[config.mk]
export PLATFORM = sky130hd
export DESIGN_NAME = irq_dist_regs
export DESIGN_NICKNAME = d
export VERILOG_FILES = /design/src/rtl/irq_dist_pkg.sv /design/src/rtl/irq_dist_bitbank.sv /design/src/rtl/irq_dist_bytebank.sv /design/src/rtl/irq_dist_cfgbank.sv /design/src/rtl/irq_dist_regs.sv
export SDC_FILE = /design/constraint.sdc
export NUM_CORES = 1
export LEC_CHECK = 0
export ABC_AREA = 1
export BUFFER_PORTS_ARGS = -buffer_cell sky130_fd_sc_hd__buf_2
export CELL_PAD_IN_SITES_DETAIL_PLACEMENT = 1
export CELL_PAD_IN_SITES_GLOBAL_PLACEMENT = 2
export CORE_AREA = 2 2 462 464
export CTS_BUF_LIST = sky130_fd_sc_hd__clkbuf_16
export DETAILED_ROUTE_END_ITERATION = 16
export DIE_AREA = 0 0 464 466
export GPL_TIMING_DRIVEN = 0
export PLACE_DENSITY = 0.52
export REMOVE_ABC_BUFFERS = 1
export SLEW_MARGIN = 30
export SYNTH_ARGS = -nofsm -noshare
export SYNTH_HDL_FRONTEND = slang
export SYNTH_SLANG_ARGS = --single-unit
export TNS_END_PERCENT = 50
[constraint.sdc]
create_clock -name clk -period 3.25 [get_ports clk]
set_input_delay 0.4875 -clock clk [delete_from_list [all_inputs] [get_ports clk]]
set_output_delay 0.4875 -clock clk [all_outputs]
set_load 0.01 [all_outputs]
[src/rtl/irq_dist_pkg.sv]
package irq_dist_pkg;

  localparam int unsigned ADDR_W = 12;
  localparam logic [31:0] IDENT_VALUE = 32'h0300_043B;

  typedef enum logic [3:0] {
    RG_NONE, RG_CTRL, RG_TYPE, RG_IDENT,
    RG_SETEN, RG_CLREN, RG_SETPD, RG_CLRPD, RG_ACTIVE,
    RG_PRIO, RG_TARGET, RG_CFG
  } region_e;

  typedef struct packed {
    region_e    region;
    logic [7:0] widx;
  } decode_t;

  // Map a byte address to a register region and word index; words past
  // the implemented range collapse to RG_NONE.
  function automatic decode_t decode_addr(input logic [ADDR_W-1:0] a,
                                          input int unsigned bit_words,
                                          input int unsigned byte_words,
                                          input int unsigned cfg_words);
    decode_t d;
    logic    ok;
    d.region = RG_NONE;
    d.widx   = '0;
    ok       = 1'b0;
    if (a[11:2] == 10'd0) begin
      d.region = RG_CTRL;  ok = 1'b1;
    end else if (a[11:2] == 10'd1) begin
      d.region = RG_TYPE;  ok = 1'b1;
    end else if (a[11:2] == 10'd2) begin
      d.region = RG_IDENT; ok = 1'b1;
    end else if (a[11:10] == 2'b00 && a[9:7] >= 3'd2 && a[9:7] <= 3'd6) begin
      case (a[9:7])
        3'd2:    d.region = RG_SETEN;
        3'd3:    d.region = RG_CLREN;
        3'd4:    d.region = RG_SETPD;
        3'd5:    d.region = RG_CLRPD;
        default: d.region = RG_ACTIVE;
      endcase
      d.widx = {3'b000, a[6:2]};
      ok     = 32'(a[6:2]) < bit_words;
    end else if (a[11:10] == 2'b01) begin
      d.region = RG_PRIO;
      d.widx   = a[9:2];
      ok       = 32'(a[9:2]) < byte_words;
    end else if (a[11:10] == 2'b10) begin
      d.region = RG_TARGET;
      d.widx   = a[9:2];
      ok       = 32'(a[9:2]) < byte_words;
    end else if (a[11:8] == 4'hC) begin
      d.region = RG_CFG;
      d.widx   = {2'b00, a[7:2]};
      ok       = 32'(a[7:2]) < cfg_words;
    end
    if (!ok) d.region = RG_NONE;
    return d;
  endfunction

endpackage

[src/rtl/irq_dist_bitbank.sv]
// One state bit per interrupt, updated through a write-1-to-set port,
// a write-1-to-clear port and a hardware set vector (set has priority).
module irq_dist_bitbank #(
  parameter int unsigned WORDS = 2
) (
  input  logic                  clk,
  input  logic                  rst,
  input  logic                  set_we,
  input  logic                  clr_we,
  input  logic [7:0]            widx,
  input  logic [31:0]           wdata,
  input  logic [WORDS*32-1:0]   hw_set,
  output logic [WORDS*32-1:0]   state_o
);

  logic [31:0] st [WORDS];

  for (genvar w = 0; w < WORDS; w++) begin : g_word
    logic [31:0] nxt;
    logic        hit;

    assign hit = (widx == 8'(w));

    always_comb begin
      nxt = st[w];
      if (set_we && hit) nxt = nxt | wdata;
      if (clr_we && hit) nxt = nxt & ~wdata;
      nxt = nxt | hw_set[w*32 +: 32];
    end

    always_ff @(posedge clk) begin
      if (rst) st[w] <= '0;
      else     st[w] <= nxt;
    end

    assign state_o[w*32 +: 32] = st[w];
  end

endmodule

[src/rtl/irq_dist_bytebank.sv]
// One byte per interrupt, byte-lane writable, with a per-lane keep mask.
module irq_dist_bytebank #(
  parameter int unsigned WORDS     = 16,
  parameter logic [7:0]  LANE_MASK = 8'hF0
) (
  input  logic                  clk,
  input  logic                  rst,
  input  logic                  we,
  input  logic [7:0]            widx,
  input  logic [31:0]           wdata,
  input  logic [3:0]            wstrb,
  output logic [WORDS*32-1:0]   fields_o
);

  localparam int unsigned IW = (WORDS > 1) ? $clog2(WORDS) : 1;

  logic [31:0]   mem [WORDS];
  logic [IW-1:0] wi;

  assign wi = widx[IW-1:0];

  always_ff @(posedge clk) begin
    if (rst) begin
      for (int i = 0; i < WORDS; i++) mem[i] <= '0;
    end else if (we) begin
      for (int l = 0; l < 4; l++) begin
        if (wstrb[l]) mem[wi][8*l +: 8] <= wdata[8*l +: 8] & LANE_MASK;
      end
    end
  end

  for (genvar w = 0; w < WORDS; w++) begin : g_out
    assign fields_o[w*32 +: 32] = mem[w];
  end

endmodule

[src/rtl/irq_dist_cfgbank.sv]
// Trigger selection: fixed for IDs 0..31, one writable edge bit per shared ID.
module irq_dist_cfgbank #(
  parameter int unsigned NUM_IRQ = 64
) (
  input  logic                 clk,
  input  logic                 rst,
  input  logic                 we,
  input  logic [7:0]           widx,
  input  logic [31:0]          wdata,
  output logic [NUM_IRQ-1:0]   edge_o,
  output logic [2*NUM_IRQ-1:0] pairs_o
);

  for (genvar id = 0; id < NUM_IRQ; id++) begin : g_id
    if (id < 16) begin : g_sgi
      assign edge_o[id] = 1'b1;
    end else if (id < 32) begin : g_ppi
      assign edge_o[id] = 1'b0;
    end else begin : g_spi
      logic edge_q;
      always_ff @(posedge clk) begin
        if (rst)                             edge_q <= 1'b0;
        else if (we && widx == 8'(id / 16))  edge_q <= wdata[2*(id % 16) + 1];
      end
      assign edge_o[id] = edge_q;
    end
    assign pairs_o[2*id]     = (id >= 16);
    assign pairs_o[2*id + 1] = edge_o[id];
  end

endmodule

[src/rtl/irq_dist_regs.sv]
module irq_dist_regs
  import irq_dist_pkg::*;
#(
  parameter int unsigned LINE_GROUPS = 2,
  parameter int unsigned CPU_COUNT   = 2
) (
  input  logic                          clk,
  input  logic                          rst,
  input  logic                          wr_en,
  input  logic                          rd_en,
  input  logic [11:0]                   addr,
  input  logic [31:0]                   wdata,
  input  logic [3:0]                    wstrb,
  output logic [31:0]                   rdata,
  output logic                          dist_en,
  input  logic [32*LINE_GROUPS-1:0]     pend_set,
  input  logic [32*LINE_GROUPS-1:0]     irq_active,
  output logic [32*LINE_GROUPS-1:0]     irq_enable,
  output logic [32*LINE_GROUPS-1:0]     irq_pending,
  output logic [128*LINE_GROUPS-1:0]    irq_prio,
  output logic [256*LINE_GROUPS-1:0]    irq_target,
  output logic [32*LINE_GROUPS-1:0]     irq_edge
);

  localparam int unsigned NUM_IRQ    = 32 * LINE_GROUPS;
  localparam int unsigned BIT_WORDS  = LINE_GROUPS;
  localparam int unsigned BYTE_WORDS = NUM_IRQ / 4;
  localparam int unsigned CFG_WORDS  = NUM_IRQ / 16;
  localparam logic [7:0]  PRIO_MASK  = 8'hF0;
  localparam logic [7:0]  TGT_MASK   = (CPU_COUNT > 1) ? 8'((1 << CPU_COUNT) - 1) : 8'h00;
  localparam logic [31:0] TYPE_VALUE = {24'b0, 3'(CPU_COUNT - 1), 5'(LINE_GROUPS - 1)};

  decode_t dec;
  logic    word_wr;
  logic [NUM_IRQ*8-1:0] prio_flat;
  logic [2*NUM_IRQ-1:0] cfg_flat;
  logic [31:0]          rd_word;
  logic [12:0]          bit_base;
  logic [12:0]          wide_base;

  assign dec     = decode_addr(addr, BIT_WORDS, BYTE_WORDS, CFG_WORDS);
  assign word_wr = wr_en && (wstrb == 4'hF);

  // Control register: only the enable bit is kept.
  always_ff @(posedge clk) begin
    if (rst)                                 dist_en <= 1'b0;
    else if (word_wr && dec.region == RG_CTRL) dist_en <= wdata[0];
  end

  irq_dist_bitbank #(.WORDS(BIT_WORDS)) u_enable (
    .clk    (clk),
    .rst    (rst),
    .set_we (word_wr && dec.region == RG_SETEN),
    .clr_we (word_wr && dec.region == RG_CLREN),
    .widx   (dec.widx),
    .wdata  (wdata),
    .hw_set ({NUM_IRQ{1'b0}}),
    .state_o(irq_enable)
  );

  irq_dist_bitbank #(.WORDS(BIT_WORDS)) u_pending (
    .clk    (clk),
    .rst    (rst),
    .set_we (word_wr && dec.region == RG_SETPD),
    .clr_we (word_wr && dec.region == RG_CLRPD),
    .widx   (dec.widx),
    .wdata  (wdata),
    .hw_set (dist_en ? pend_set : {NUM_IRQ{1'b0}}),
    .state_o(irq_pending)
  );

  irq_dist_bytebank #(.WORDS(BYTE_WORDS), .LANE_MASK(PRIO_MASK)) u_prio (
    .clk     (clk),
    .rst     (rst),
    .we      (wr_en && dec.region == RG_PRIO),
    .widx    (dec.widx),
    .wdata   (wdata),
    .wstrb   (wstrb),
    .fields_o(prio_flat)
  );

  irq_dist_bytebank #(.WORDS(BYTE_WORDS), .LANE_MASK(TGT_MASK)) u_target (
    .clk     (clk),
    .rst     (rst),
    .we      (wr_en && dec.region == RG_TARGET),
    .widx    (dec.widx),
    .wdata   (wdata),
    .wstrb   (wstrb),
    .fields_o(irq_target)
  );

  irq_dist_cfgbank #(.NUM_IRQ(NUM_IRQ)) u_cfg (
    .clk    (clk),
    .rst    (rst),
    .we     (word_wr && dec.region == RG_CFG),
    .widx   (dec.widx),
    .wdata  (wdata),
    .edge_o (irq_edge),
    .pairs_o(cfg_flat)
  );

  for (genvar id = 0; id < NUM_IRQ; id++) begin : g_prio_out
    assign irq_prio[4*id +: 4] = prio_flat[8*id + 4 +: 4];
  end

  assign bit_base  = {dec.widx, 5'b0};
  assign wide_base = {dec.widx, 5'b0};

  always_comb begin
    rd_word = '0;
    case (dec.region)
      RG_CTRL:             rd_word = {31'b0, dist_en};
      RG_TYPE:             rd_word = TYPE_VALUE;
      RG_IDENT:            rd_word = IDENT_VALUE;
      RG_SETEN, RG_CLREN:  rd_word = irq_enable[bit_base +: 32];
      RG_SETPD, RG_CLRPD:  rd_word = irq_pending[bit_base +: 32];
      RG_ACTIVE:           rd_word = irq_active[bit_base +: 32];
      RG_PRIO:             rd_word = prio_flat[wide_base +: 32];
      RG_TARGET:           rd_word = irq_target[wide_base +: 32];
      RG_CFG:              rd_word = cfg_flat[wide_base +: 32];
      default:             rd_word = '0;
    endcase
  end

  always_ff @(posedge clk) begin
    if (rst) rdata <= '0;
    else     rdata <= rd_en ? rd_word : 32'h0;
  end

endmodule

# After elaboration in Yosys (flattened, before gate mapping)
# Memories as Yosys holds them, arrays and structs flattened.
# Cells that the tools add are included.
# classes
magnitude_cmp	5
eq_ne	24
n_shift	6
n_mux	70
bitwise_logic	16
n_reduce_logical	29
# ops
cell	count
$shiftx A512 B14 Y32	2
$mux W32	12
$pmux W32 S9	1
$or A32 B32 Y32	6
$shiftx A64 B14 Y32	3
$and A32 B32 Y32	4
$shiftx A128 B14 Y32	1
$mux W64	1
$mux W12	4
$mux W1	38
$mux W4	8
$mux W8	4
$not A32 Y32	1
$eq A4 B4 Y1 const B	6
$logic_and A1 B1 Y1	21
$eq A4 B3 Y1 const B	4
$eq A8 B2 Y1 const B	2
$mux W16	1
$pmux W4 S4	1
$reduce_or A16 Y1	1
$eq A10 B1 Y1 const B	1
$eq A10 B2 Y1 const B	1
$logic_not A10 Y1	1
$eq A4 B2 Y1 const B	2
17 further kinds	24
# word_totals
register_bits	65
mem_bits_rw	512
inputBits	180
elab_cells	188
memories	4
# memory_table
name	depth	word_bits	rd	rd_ports_with_merged_regs	write_ports	line_no	text
u_prio.mem	16	16	16	0	16	irq_dist_bytebank.sv:17	logic [31:0] mem [WORDS];
u_target.mem	16	8	16	0	16	irq_dist_bytebank.sv:17	
u_enable.st	2	32	2	0	2	irq_dist_bitbank.sv:16	logic [31:0] st [WORDS];
u_pending.st	2	32	2	0	2	irq_dist_bitbank.sv:16	

# Logic depth before layout (Yosys ltp)
# logic_depth
ltp_word	17
mapped_depth	22
mapped_depth_nobuf	22

# Modules after synthesis
# From an unflattened synthesis, not the netlist that was laid out.
# hier_totals
hier_cells	6784
area_unflattened_um2	45232.1
# by_module_without_submodules
module	n_inst	cells_per_inst	area_each_um2
irq_dist_regs	1	3454	15432.3
irq_dist_bytebank at u_prio	1	982	11502.3
irq_dist_bytebank at u_target	1	837	8075.2
irq_dist_bitbank	2	556	3664.8
irq_dist_cfgbank	1	399	2892.8

# Worst setup path before layout
# OpenSTA, ideal clock, no wires.
# synth_path
path_kind	input to register
startpoint	input port addr[8]
endpoint	memory u_prio.mem[14][10] (netlist name), enable pin
setup_ns	0.308
arrival_time_ns	2.417
slack_ns	0.526
path_stages	16
n_path_buf	2
path_cell_list	inv_1 -> ha_1 -> inv_2 -> nand2_1 -> nand2_1 -> nand2_1 -> inv_2 -> nand2_4 -> nand2_2 -> inv_2 -> nand2_1 -> buf_2 -> buf_2 -> nor2_2 -> nand2_1 -> nand2_1
# synth_lines
item	line_no	text
from (decl)	irq_dist_regs.sv:11	input logic [11:0] addr,
to (decl)	irq_dist_bytebank.sv:17	

# Final worst setup path
# layout_path
startpoint	input port addr[9]
endpoint	register rdata[29]
# layout_between
elab_chain_len	12
# layout_rtl
item	line_no	text
branches (longest 11 deep; another with $shiftx A512 B14 Y32)	n/a	
$pmux W32 S9 *	irq_dist_regs.sv:111	case (dec.region)
to (signal assigned)	irq_dist_regs.sv:127	else rdata <= rd_en ? rd_word : 32'h0;
to (decl)	irq_dist_regs.sv:14	output logic [31:0] rdata,
# Mark *: on every way between the ends.
# A chain may end at the register's enable or synchronous reset.

==> impl_metrics.tcl <==
set metrics [dict create \
    period_needed_ns 3.14 \
    critPathLaunchType "primary input" \
    drtAntennaViolNets 0 \
    synth_top_area_frac 0.376 \
    clk_pin_slew_ns 0.06 \
    crit_family "buffers and inverters" \
    synth-adder-area-share 0.00122 \
    required_ns 3.84 \
    arrival_ns 3.73 \
    fp.dieW_um 464 \
    worstPathMaxFanout 14 \
    grt_pass1_vias 29600 \
    cts_buffer_depth 3 \
    syn_to_final_growth_pct 37.1 \
    worst_pin_slew_ns 0.911 \
    final_nets 4621 \
    routed_wl_mm 234 \
    avgSynthCellArea_um2 8.50 \
    ioPinCount 1173 \
    routabilityCongestion 0.790 \
    cap_viol_max_count 0 \
    synth_cells 3607 \
    hpwlAfterDp_mm 175 \
    core_um2 211000 \
    skew_ns 0.0513 \
    synth_compound_area_frac 0.147 \
    synth_xor_area_frac 0 \
    yosysWarnings 0 \
    worstPathCellList "buf_2 -> inv_2 -> ha_4 -> inv_2 -> nand2_1 -> nand2_1 -> nand2_1 -> inv_2 -> nand2_8 -> nand2_8 -> buf_4 -> buf_4 -> inv_16 -> buf_16 -> nand2_8 -> clkinv_16 -> buf_16 -> buf_4 -> buf_12 -> a221o_1 -> nand3_1 -> a21oi_1" \
    grt_max_degree 76 \
    yosysTopAreaCell "edfxtp_1" \
    cts.sinks 577 \
    r2r_end "rdata[5]" \
    worstReg2RegStart "u_prio.mem[12][1]" \
    numCtsBuffers 82 \
    whs_ns 0.0783 \
    peakVddDrop_mv 0.367 \
    path_buf_inv 12 \
    io_buffer_count 754 \
    design.die.area_um2 216000 \
    rows 169 \
    leakagePower_nw 17.1 \
    grt_use_total 0.209 \
    slew_violations 0 \
    start_util 0.145 \
    grt_pass1_wl_mm 299 \
    cts_root_buf "clkbuf_16" \
    synth_seq_cells 577 \
    max_stage_delay_ns 0.40 \
    overflow 0 \
    hp-class "primary input to flop" \
    power.density_nw_per_um2 485 \
    dr_total_vias 29500 \
    async_flop_share 0 \
    cts.htree.levels 3 \
    hp-start "wdata[10]" \
    max_clock_freq_mhz 318 \
    setup_viol 0 \
    crit_path_end_kind "flop" \
    syn_area_um2 30700 \
    synth_mux_area_frac 0 \
    outcome "completed" \
    dr.pass1.iters 6 \
    hold_viol 0 \
    r2r_setup_slack_ns 1.32 \
    crit_slowest_cell "nand3_1" \
    yosys-top-cells-area "edfxtp_1, dfxtp_1, buf_4" \
    vias_per_cell 4.03 \
    antenna_found_initial 60 \
    yosysSeqAreaShare 0.502 \
    tritoncts "done" \
    synth_edf_count 384 \
    min_path_cells 2 \
    drc 0 \
    relSlewSlack 0.391 \
    synthSimpleGateAreaFrac 0.187 \
    clkLatencyLatePin_ns 0.73 \
    dr.first_iter.drc_count 2280 \
    drive_above_1_share 0.268 \
    reg2regPathDepth 10 \
    fin_tns_setup_ns 0 \
    yosys.cell_types.count 53 \
    wire_per_inst_um 31.9 \
    fin_crit_sh 0.966 \
    path_class "primary input to flop" \
    dominantRegCellSynth "edfxtp_1" \
    die_h_um 466 \
    synth_top_family_by_area "simple AND/OR/NAND/NOR gates" \
]
## worst max-delay path by stage
stage                 start                   to  slack (ns)  depth (start not counted)
floorplan           addr[8]     u_prio.mem[0][0]       -2.55                          8
global placement    addr[8]             rdata[5]      -11.63                         15
detailed placement  addr[8]  u_pending.st[1][21]       -3.23                         24
CTS                 addr[9]    u_prio.mem[1][13]      -0.009                         21
global route        addr[5]            rdata[21]       -0.03                         19
finish              addr[9]            rdata[29]        0.11                         22
## metal layers
layer,wire [µm],vias up,part of all wire,GRT usage
met5,128,-,0.00055,0
met4,4080,22,0.017,0.0370
met3,16500,205,0.071,0.0536
met2,111000,1241,0.48,0.350
met1,102000,15100,0.43,0.271
li1,-,13000,-,-
## synth_stat cells, types with 3 or more instances
cell type / count
nand2_1: 758
a21oi_1: 251
o22ai_1: 83
nand3_1: 93
o2111ai_1: 20
o21ai_0: 234
edfxtp_1: 384
nand2_4: 5
inv_1: 161
buf_4: 454
o21bai_1: 20
a22oi_1: 8
nand2_2: 4
nor3_4: 4
a211oi_1: 67
a31oi_1: 9
or2_2: 3
a311oi_1: 3
nand3_2: 3
clkbuf_1: 151
buf_6: 4
nand4_1: 25
nor2_4: 10
nor2_2: 10
o221a_2: 3
o221ai_1: 3
buf_2: 48
buf_1: 16
a22o_1: 26
nor2_1: 466
dfxtp_1: 193
nor3_1: 10
ha_1: 3
o21ai_1: 25
inv_2: 14
o211ai_1: 11
a221o_1: 3
## report_power, final
group	internal, mW	total [mW]	leakage, nW	switching (mW)
Sequential	8.06	8.29	5.20	0.229
Combinational	0.782	2.95	10.5	2.17
Clock	5.13	9.14	1.37	4.02
## area by class of cell
cell class / count / area (µm²)
multi-input combinational: 2599 / 12400
clock buffer: 84 / 2100
timing repair buffer: 999 / 7210
tap: 2821 / 3530
sequential: 577 / 15400
timing repair inverter: 1 / 8.76
clock inverter: 68 / 554
inverter: 178 / 808
fill: 25000 / 169000
antenna: 8 / 20.0
## layout by cell type (no fill, tap or decap), types with 84 or more instances in the layout
cell / synthesis / layout
buf_2: 48 / 754
nand2_1: 758 / 747
nor2_1: 466 / 445
conb_1: 2 / 416
edfxtp_1: 384 / 384
a21oi_1: 251 / 249
o21ai_0: 234 / 223
dfxtp_1: 193 / 192
inv_1: 161 / 151
nand3_1: 93 / 87
clkbuf_16: 0 / 84
## through the flow
step	std cells	util	instance area, µm²	setup WS (ns)	total power [mW]
floorplan	3348	-	27900	-2.55	9.34
finish	7335	0.199	42000	0.110	20.4
detailed placement	7024	0.178	37500	-3.23	11.1
global placement	6923	0.167	35200	-11.63	11.0
global route	7329	0.199	42000	-0.0312	21.1
CTS	7315	0.198	41900	-0.00920	20.8
## worst reg2reg max path: cells and delay by family (launching register included)
kind | cells | cell delay (ns)
AND/OR/NAND/NOR | 7 | 0.81
AO/OA/AOI/OAI | 3 | 0.62
flip-flops | 1 | 0.38
## cell families after synthesis
logic type      count (synthesis)
fa+ha+maj                       3
simple gates                 1400
other cells                     2
flops                         577
buf+inv                       851
compound gates                774
## what timing repair did
item,in CTS,in global routing
hold endpoints to repair,71,0
cloned,10,0
pin swaps,25,12
hold buffers,57,0
buffers inserted,72,12
resized for setup,55,22
endpoints found under the setup margin,928,149
No activity file was read; power rests on OpenSTA's default activity.
